$ cat config.mk
export PLATFORM = sky130hd
export DESIGN_NAME = excl_monitor
export DESIGN_NICKNAME = d
export VERILOG_FILES = /design/src/rtl/exmon_pkg.sv /design/src/rtl/exmon_resv_table.sv /design/src/rtl/exmon_ctrl.sv /design/src/rtl/excl_monitor.sv
export SDC_FILE = /design/constraint.sdc
export NUM_CORES = 1
export LEC_CHECK = 0
export BUFFER_PORTS_ARGS = -buffer_cell sky130_fd_sc_hd__buf_2
export CAP_MARGIN = 20
export CORE_UTILIZATION = 50
export CTS_CLUSTER_DIAMETER = 100
export DETAILED_ROUTE_END_ITERATION = 6
export PLACE_DENSITY = 0.75
export SYNTH_ARGS = -nofsm -noshare
export SYNTH_HDL_FRONTEND = slang
export SYNTH_SLANG_ARGS = --single-unit
$ cat constraint.sdc
create_clock -name clk -period 3.9 [get_ports clk]
set_clock_uncertainty 0.15 [all_clocks]
set_input_delay 1.17 -clock clk [delete_from_list [all_inputs] [get_ports clk]]
set_output_delay 1.17 -clock clk [all_outputs]
set_load 0.005 [all_outputs]
$ cat src/rtl/exmon_pkg.sv
package exmon_pkg;

  typedef enum logic [1:0] {
    RSP_OKAY   = 2'd0,
    RSP_EXOKAY = 2'd1
  } rsp_code_e;

  // strobes from control to the reservation table
  typedef struct packed {
    logic reserve;     // install reservation for the requester
    logic wipeOthers;  // drop other masters' entries on the request granule
    logic wipeOwn;     // drop requester's entry if it matches the granule
    logic wipeAll;     // drop everything
  } resv_cmd_t;

endpackage

$ cat src/rtl/exmon_resv_table.sv
module exmon_resv_table
  import exmon_pkg::*;
#(
  parameter int NUM_MASTERS    = 4,
  parameter int ID_W           = 2,
  parameter int TAG_W          = 29,
  parameter int TIMEOUT_CYCLES = 64
) (
  input  logic             clk,
  input  logic             rstN,
  input  logic             holdMode,
  input  resv_cmd_t        cmd,
  input  logic [ID_W-1:0]  reqId,
  input  logic [TAG_W-1:0] reqTag,
  output logic             ownHit,
  output logic             otherHit
);

  localparam int AGE_W = $clog2(TIMEOUT_CYCLES + 1);
  localparam logic [AGE_W-1:0] AGE_LAST = AGE_W'(TIMEOUT_CYCLES - 1);

  logic [NUM_MASTERS-1:0] entHit;
  logic [NUM_MASTERS-1:0] isMe;

  for (genvar m = 0; m < NUM_MASTERS; m++) begin : g_ent
    logic             entValid;
    logic [TAG_W-1:0] entTag;
    logic [AGE_W-1:0] entAge;

    assign isMe[m]   = (reqId == ID_W'(m));
    assign entHit[m] = entValid && (entTag == reqTag);

    always_ff @(posedge clk) begin
      if (!rstN) begin
        entValid <= 1'b0;
        entTag   <= '0;
        entAge   <= '0;
      end else if (cmd.wipeAll) begin
        entValid <= 1'b0;
      end else if (cmd.reserve && isMe[m]) begin
        entValid <= 1'b1;
        entTag   <= reqTag;
        entAge   <= '0;
      end else if (entHit[m] && ((cmd.wipeOthers && !isMe[m]) ||
                                 (cmd.wipeOwn && isMe[m]))) begin
        entValid <= 1'b0;
      end else if (entValid && holdMode) begin
        if (entAge == AGE_LAST) entValid <= 1'b0;
        else                    entAge   <= entAge + 1'b1;
      end
    end
  end

  assign ownHit   = |(entHit & isMe);
  assign otherHit = |(entHit & ~isMe);

endmodule

$ cat src/rtl/exmon_ctrl.sv
module exmon_ctrl
  import exmon_pkg::*;
#(
  parameter int ID_W = 2
) (
  input  logic            clk,
  input  logic            rstN,
  input  logic            holdMode,
  input  logic            clrResv,
  input  logic            reqValid,
  input  logic [ID_W-1:0] reqId,
  input  logic            reqWrite,
  input  logic            reqExcl,
  input  logic [1:0]      reqCache,
  input  logic            ownHit,
  input  logic            otherHit,
  output resv_cmd_t       cmd,
  output logic            rspValid,
  output logic [ID_W-1:0] rspId,
  output logic [1:0]      rspCode,
  output logic            memWrEn
);

  logic attrClean;
  logic exOk;
  logic wrCommit;

  assign attrClean = (reqCache == 2'b00);

  always_comb begin
    cmd      = '0;
    exOk     = 1'b0;
    wrCommit = 1'b0;
    if (reqValid) begin
      unique case ({reqWrite, reqExcl})
        2'b01: begin  // exclusive read
          exOk           = attrClean && !clrResv && (!holdMode || !otherHit);
          cmd.reserve    = exOk;
          cmd.wipeOthers = exOk && !holdMode;
        end
        2'b11: begin  // exclusive write
          exOk           = attrClean && ownHit;
          wrCommit       = exOk;
          cmd.wipeOthers = exOk;
          cmd.wipeOwn    = exOk;
        end
        2'b10: begin  // plain write
          wrCommit       = 1'b1;
          cmd.wipeOthers = 1'b1;
        end
        default: ;    // plain read
      endcase
    end
    cmd.wipeAll = clrResv;
  end

  always_ff @(posedge clk) begin
    if (!rstN) begin
      rspValid <= 1'b0;
      rspId    <= '0;
      rspCode  <= RSP_OKAY;
      memWrEn  <= 1'b0;
    end else begin
      rspValid <= reqValid;
      rspId    <= reqId;
      rspCode  <= exOk ? RSP_EXOKAY : RSP_OKAY;
      memWrEn  <= wrCommit;
    end
  end

endmodule

$ cat src/rtl/excl_monitor.sv
module excl_monitor
  import exmon_pkg::*;
#(
  parameter int NUM_MASTERS    = 4,
  parameter int ADDR_W         = 32,
  parameter int GRANULE_LG2    = 3,
  parameter int TIMEOUT_CYCLES = 64,
  parameter int ID_W           = (NUM_MASTERS > 1) ? $clog2(NUM_MASTERS) : 1
) (
  input  logic              clk,
  input  logic              rstN,
  input  logic              holdMode,
  input  logic              clrResv,
  input  logic              reqValid,
  input  logic [ID_W-1:0]   reqId,
  input  logic [ADDR_W-1:0] reqAddr,
  input  logic              reqWrite,
  input  logic              reqExcl,
  input  logic [1:0]        reqCache,
  output logic              rspValid,
  output logic [ID_W-1:0]   rspId,
  output logic [1:0]        rspCode,
  output logic              memWrEn
);

  localparam int TAG_W = ADDR_W - GRANULE_LG2;

  resv_cmd_t cmd;
  logic      ownHit;
  logic      otherHit;

  exmon_ctrl #(.ID_W(ID_W)) u_ctrl (
    .clk(clk), .rstN(rstN), .holdMode(holdMode), .clrResv(clrResv),
    .reqValid(reqValid), .reqId(reqId), .reqWrite(reqWrite),
    .reqExcl(reqExcl), .reqCache(reqCache),
    .ownHit(ownHit), .otherHit(otherHit), .cmd(cmd),
    .rspValid(rspValid), .rspId(rspId), .rspCode(rspCode), .memWrEn(memWrEn)
  );

  exmon_resv_table #(
    .NUM_MASTERS(NUM_MASTERS), .ID_W(ID_W), .TAG_W(TAG_W),
    .TIMEOUT_CYCLES(TIMEOUT_CYCLES)
  ) u_table (
    .clk(clk), .rstN(rstN), .holdMode(holdMode), .cmd(cmd),
    .reqId(reqId), .reqTag(reqAddr[ADDR_W-1:GRANULE_LG2]),
    .ownHit(ownHit), .otherHit(otherHit)
  );

endmodule

# == Word-level counts from Yosys, hierarchy flattened ==
# Cells that the tools add are included.
# op_classes
mux,40
reduce_logical,70
n_eq_ne,22
bitwise,5
addsub,4
# ops
op,n
$eq 29x29->1,4
$mux 7,16
$add 7x1->7 const B,4
$eq 7x6->1 const B,4
$logic_and 1x1->1,28
$reduce_bool 3->1,8
$mux 1,20
$reduce_and 2->1,9
$ne 2x1->1 const B,8
$reduce_and 4->1,4
$and 4x4->4,2
$eq 2x2->1 const B,4
$reduce_bool 2->1,4
$reduce_or 4->1,2
$logic_not 1->1,7
$logic_or 1x1->1,5
$eq 2x1->1 const B,2
$logic_not 2->1,2
$not 4->4,1
$pmux 1 s2,2
$mux 3,1
$pmux 1 s3,1
$not 1->1,2
$reduce_or 2->1,1
# totals
out_inout_bits,6
inputBits,43
elab_cells,157
ff_bits,154

# == Logic depth before layout (Yosys ltp) ==
# depth
word_depth,15
ltp_mapped,11
mapped_depth_nobuf,9

# == Hierarchy ==
# From an unflattened synthesis, not the netlist that was laid out.
# unflattened
hier_cells,1011
area_unflattened_um2,7796.2
# by_module_without_submodules
module,cells_each,area_per_inst_um2,seq_area_each_um2,instances
exmon_resv_table,986,7578.5,2962.8,1
exmon_ctrl,25,217.7,100.1,1

# == Worst setup path before layout ==
# No wires, ideal clock.
# synth_timing
path_kind,in2reg
from,in reqAddr[5]
to,reg u_table.g_ent[2].entValid
path_slack_ps,184
required_time_ps,3622
setup_time_ps,128
path_buffers,2
arrival_time_ps,3438
path_stages,10
path_cell_list,buf_2 > xor2_1 > or4_1 > or4_1 > o2111ai_2 > or2_2 > a32o_2 > buf_6 > a211o_1 > a21oi_1
# synth_via
elab_chain_len,15
word_cells_on_any_way,31
# synth_lines
item,line_no,source
start: declaration,excl_monitor.sv:16,"input logic [ADDR_W-1:0] reqAddr,"
$eq 29x29->1,exmon_resv_table.sv:31,assign entHit[m] = entValid && (entTag == reqTag);
$logic_and 1x1->1,exmon_resv_table.sv:31,
$and 4x4->4,exmon_resv_table.sv:55,assign otherHit = |(entHit & ~isMe);
$reduce_or 4->1,exmon_resv_table.sv:55,
$logic_not 1->1,exmon_ctrl.sv:37,exOk = attrClean && !clrResv && (!holdMode || !otherHit);
$logic_or 1x1->1,exmon_ctrl.sv:37,
$logic_and 1x1->1,exmon_ctrl.sv:37,
$logic_and 1x1->1,exmon_ctrl.sv:39,cmd.wipeOthers = exOk && !holdMode;
$pmux 1 s3,exmon_ctrl.sv:35,"unique case ({reqWrite, reqExcl})"
$mux 3,exmon_ctrl.sv:34,if (reqValid) begin
$logic_and 1x1->1,exmon_resv_table.sv:44,end else if (entHit[m] && ((cmd.wipeOthers && !isMe[m]) ||
$logic_or 1x1->1,exmon_resv_table.sv:44,
$logic_and 1x1->1,exmon_resv_table.sv:44,
$reduce_bool 3->1 (no line) or $mux 1 (tied branches),-,
$reduce_and 2->1 (no line) or $mux 1 (tied branches),-,
end signal: assignment,exmon_resv_table.sv:41,entValid <= 1'b1;
end signal: assignment,exmon_resv_table.sv:46,entValid <= 1'b0;
end signal: assignment,exmon_resv_table.sv:48,if (entAge == AGE_LAST) entValid <= 1'b0;
end: declaration,exmon_resv_table.sv:26,logic entValid;
# Several ways; a longest one is shown, not always the timed one.
# A chain may end at the register's enable or synchronous reset.

# == Final worst setup path ==
# layout_timing
from,in reqAddr[8]
to,reg u_table.g_ent[2].entAge[3]
# layout_via
elab_chain_len,15
word_cells_on_any_way,31
# layout_lines
item,line_no,source
$eq 29x29->1,exmon_resv_table.sv:31,
$logic_and 1x1->1,exmon_resv_table.sv:31,
$and 4x4->4,exmon_resv_table.sv:55,
$reduce_or 4->1,exmon_resv_table.sv:55,
$logic_not 1->1,exmon_ctrl.sv:37,
$logic_or 1x1->1,exmon_ctrl.sv:37,
$logic_and 1x1->1,exmon_ctrl.sv:37,
$logic_and 1x1->1,exmon_ctrl.sv:39,
$pmux 1 s3,exmon_ctrl.sv:35,
$mux 3,exmon_ctrl.sv:34,
$logic_and 1x1->1,exmon_resv_table.sv:44,
$logic_or 1x1->1,exmon_resv_table.sv:44,
$logic_and 1x1->1,exmon_resv_table.sv:44,
$ne 2x1->1 (no line),-,
$reduce_and 4->1 (no line),-,
end signal: assignment,exmon_resv_table.sv:49,else entAge <= entAge + 1'b1;
end: declaration,exmon_resv_table.sv:28,logic [AGE_W-1:0] entAge;
# Several ways; a longest one is shown, not always the timed one.

==> flow_summary.yaml <==
run_status:
  status: "complete, no violations"
cts:
  cts_root_buffer: "clkbuf_16"
  htree_levels: 4
  cts_num_sinks: 153
  numCtsBuffers: 17
  insertion_delay_ns: 0.43
  post_cts_resize_count: 0
  cts_tree: "yes"
  cts_max_path_buffers: 2
  post_cts_buffers: 0
  path_clk_slew_ns: 0.06
  cts_hold_buf: 0
sta:
  max_freq_ghz: 0.2726
  max_slew_margin_pct: 41.73
  slew_viol_final: 0
  setup_viol: 0
  tightest_slew_ns: 0.8702
  hold_viol: 0
  min_period_ns: 3.669
  fin_crit_sh_pct: 94.07
  tns_ns: 0
  fin_ws_ns: 0.2311
  rsz0062_at_grt: "false"
  fin_hold_ws_ns: 0.3331
worst_setup_path:
  critPathBufInv: 1
  worst-setup-path-type: "in2reg"
  crit_top_cell: "or4_1"
  slowest_stage: "or4_1"
  cp.required_ns: 4.10
  crit_chain: "buf_2 -> xnor2_1 -> nand3_1 -> or4_1 -> or4_1 -> o2111ai_2 -> or2_2 -> a32o_2 -> o31ai_1 -> a21oi_1"
  critPathTopFamily: "simple AND/OR/NAND/NOR gates"
  cpPeakStageDelay_ns: 0.55
  crit_path_end_kind: "flop"
  startpoint_type: "primary input"
  critPathMaxFanout: 14
  arrival_ns: 3.87
place:
  portBuffers: 44
  dp.cells: 1153
  hpwl_um: 14460
  place_congestion: 0.9174
  place_area_sq_um: 9024
  pre_cts_ws_ns: -0.1767
logic_synthesis:
  synth_enable_flop_cells: 0
  yosys_warnings: 0
  ys_ff_latch: 153
  synth_nets: 945
  yosys_most_used_dff: "dfxtp_1"
  yosysSeqAreaShare_pct: 37.01
  yosysUniqueCellTypes: 55
  synth_area_per_cell_sq_um: 9.215
  synthesis.area_sq_um: 8275
  synthArstFlopShare_pct: 0
  synth_cells: 898
routing:
  vias_per_cell: 5.468
  firstDrtPassIters: 5
  antenna_left: 0
  wl_per_cell_um: 16.90
  drt-total-wl_um: 20020
  dr.first_iter.drc_count: 507
  vias: 6479
  drc_errors: 0
die:
  die_width_um: 130.7
  core_sq_um: 16000
  dieHeight_um: 130.7
  start_util_pct: 51.72
  io_pins: 49
  rows: 46
  die_area_sq_um: 17070
cells_and_area:
  layout_commonest_cell: "dfxtp_1"
  instances_no_fill: 1185
  final_cell_mix: "153 x dfxtp_1, 122 x nor2b_1, 117 x mux2i_1"
  fin_nets: 1003
  final_util_pct: 59.85
  layout-drive-gt1-share_pct: 15.58
  postLayoutCellArea_sq_um: 9575
  area_growth_pct: 15.71
  diodes: 0
global_route:
  antenna_found_initial: 0
  first_global_vias: 6192
  grt.overflow.total: 0
  grt_pass1_wl_um: 31830
  grt_max_degree: 94
  grt_util_all_layers_pct: 24.88
power:
  powerDensity_nw_per_um2: 358.0
  finalPower_mw: 3.428
  vdd_drop_max_v: 0.0003386
  p_leak_nw: 3.844
run:
  cap_viol_max_count: 0
worst_hold_path:
  hold_class: "reg2reg"
[where the power goes]
part / total (mW) / internal, mW / switching [mW]
combinational: 0.284 / 0.121 / 0.162
clock: 1.57 / 0.880 / 0.691
sequential: 1.57 / 1.57 / 0.00354
total: 3.43 / 2.57 / 0.857
[Yosys cell counts (2+ instances only)]
| master | count | area [sq um] |
|---|---|---|
| a32o_2 | 2 | 22.52 |
| or4_1 | 17 | 127.6 |
| nor2b_1 | 122 | 763.2 |
| nand2_1 | 22 | 82.58 |
| ha_1 | 4 | 50.05 |
| clkbuf_1 | 19 | 71.32 |
| nor2_1 | 20 | 75.07 |
| xnor2_1 | 75 | 656.9 |
| inv_1 | 12 | 45.04 |
| and3_1 | 8 | 50.05 |
| nor4b_1 | 3 | 26.28 |
| nor3b_2 | 4 | 50.05 |
| nand2b_1 | 42 | 262.8 |
| nand4_1 | 42 | 262.8 |
| buf_4 | 6 | 45.04 |
| o31ai_1 | 14 | 105.1 |
| xor2_1 | 21 | 183.9 |
| nand3_1 | 32 | 160.2 |
| and2_1 | 4 | 25.02 |
| a21o_1 | 3 | 22.52 |
| or2_2 | 3 | 18.77 |
| dfxtp_1 | 153 | 3063 |
| a211o_1 | 3 | 26.28 |
| o211ai_1 | 4 | 30.03 |
| o21ai_0 | 5 | 25.02 |
| or3_1 | 9 | 56.30 |
| nand4b_1 | 3 | 26.28 |
| o21ai_1 | 11 | 55.05 |
| nor3_1 | 12 | 60.06 |
| buf_2 | 38 | 190.2 |
| mux2i_1 | 117 | 1171 |
| nor4_1 | 16 | 100.1 |
| buf_6 | 3 | 33.78 |
| a21oi_1 | 28 | 140.1 |
[layout make-up]
cell class	count	area, sq um
tap	216	270.3
sequential	153	3063
inverter	12	45.04
multi-input combinational	667	4880
fill	1436	6425
timing repair buffer	105	765.7
clock inverter	13	118.9
clock buffer	19	432.9
[final timing paths]
kind	from	to	slack, ns	cells past startpoint
worst max-delay path	reqAddr[8]	u_table.g_ent[2].entAge[3]	0.23	10
worst min-delay path	u_table.g_ent[3].entAge[5]	u_table.g_ent[3].entAge[5]	0.33	2
worst max register to register	u_table.g_ent[0].entTag[21]	u_table.g_ent[2].entAge[3]	0.74	9
worst min register to register	u_table.g_ent[3].entAge[5]	u_table.g_ent[3].entAge[5]	0.33	2
[tightest hold or removal path: cells and delay by family (launching register included)]
kind | cells | cell delay [ns]
DFF | 1 | 0.32
AOI/OAI and AO/OA | 2 | 0.12
[per-layer routing]
metal | vias up | global-route usage, % | share of wire [%]
met2 | 144 | 41.08 | 46
met1 | 3047 | 31.32 | 46
li1 | 3252 | - | -
met3 | 36 | 4.601 | 4.3
met4 | 0 | 11.90 | 3.2
met5 | - | 0 | 0
[registers in the layout, indices dropped and copies added, names as in the netlist]
register and count:
u_ctrl.rspId 2, u_table.g_ent.entAge 28, u_ctrl.rspCode 1, u_table.g_ent.entTag 116, u_ctrl.memWrEn 1, u_table.g_ent.entValid 4, u_ctrl.rspValid 1
[cell families (layout without fill, tap and decap cells)]
kind of cell | count (synthesis) | in the layout | synth area share [%]
simple gates | 365 | 365 | 26.60
flops | 153 | 153 | 37.01
mux | 117 | 117 | 14.15
xor+xnor | 96 | 96 | 10.16
compound gates | 84 | 84 | 6.774
buf+inv | 78 | 149 | 4.657
fa+ha+maj | 4 | 4 | 0.6048
other cells | 1 | 1 | 0.04531
No activity file was read; power rests on OpenSTA's default activity.
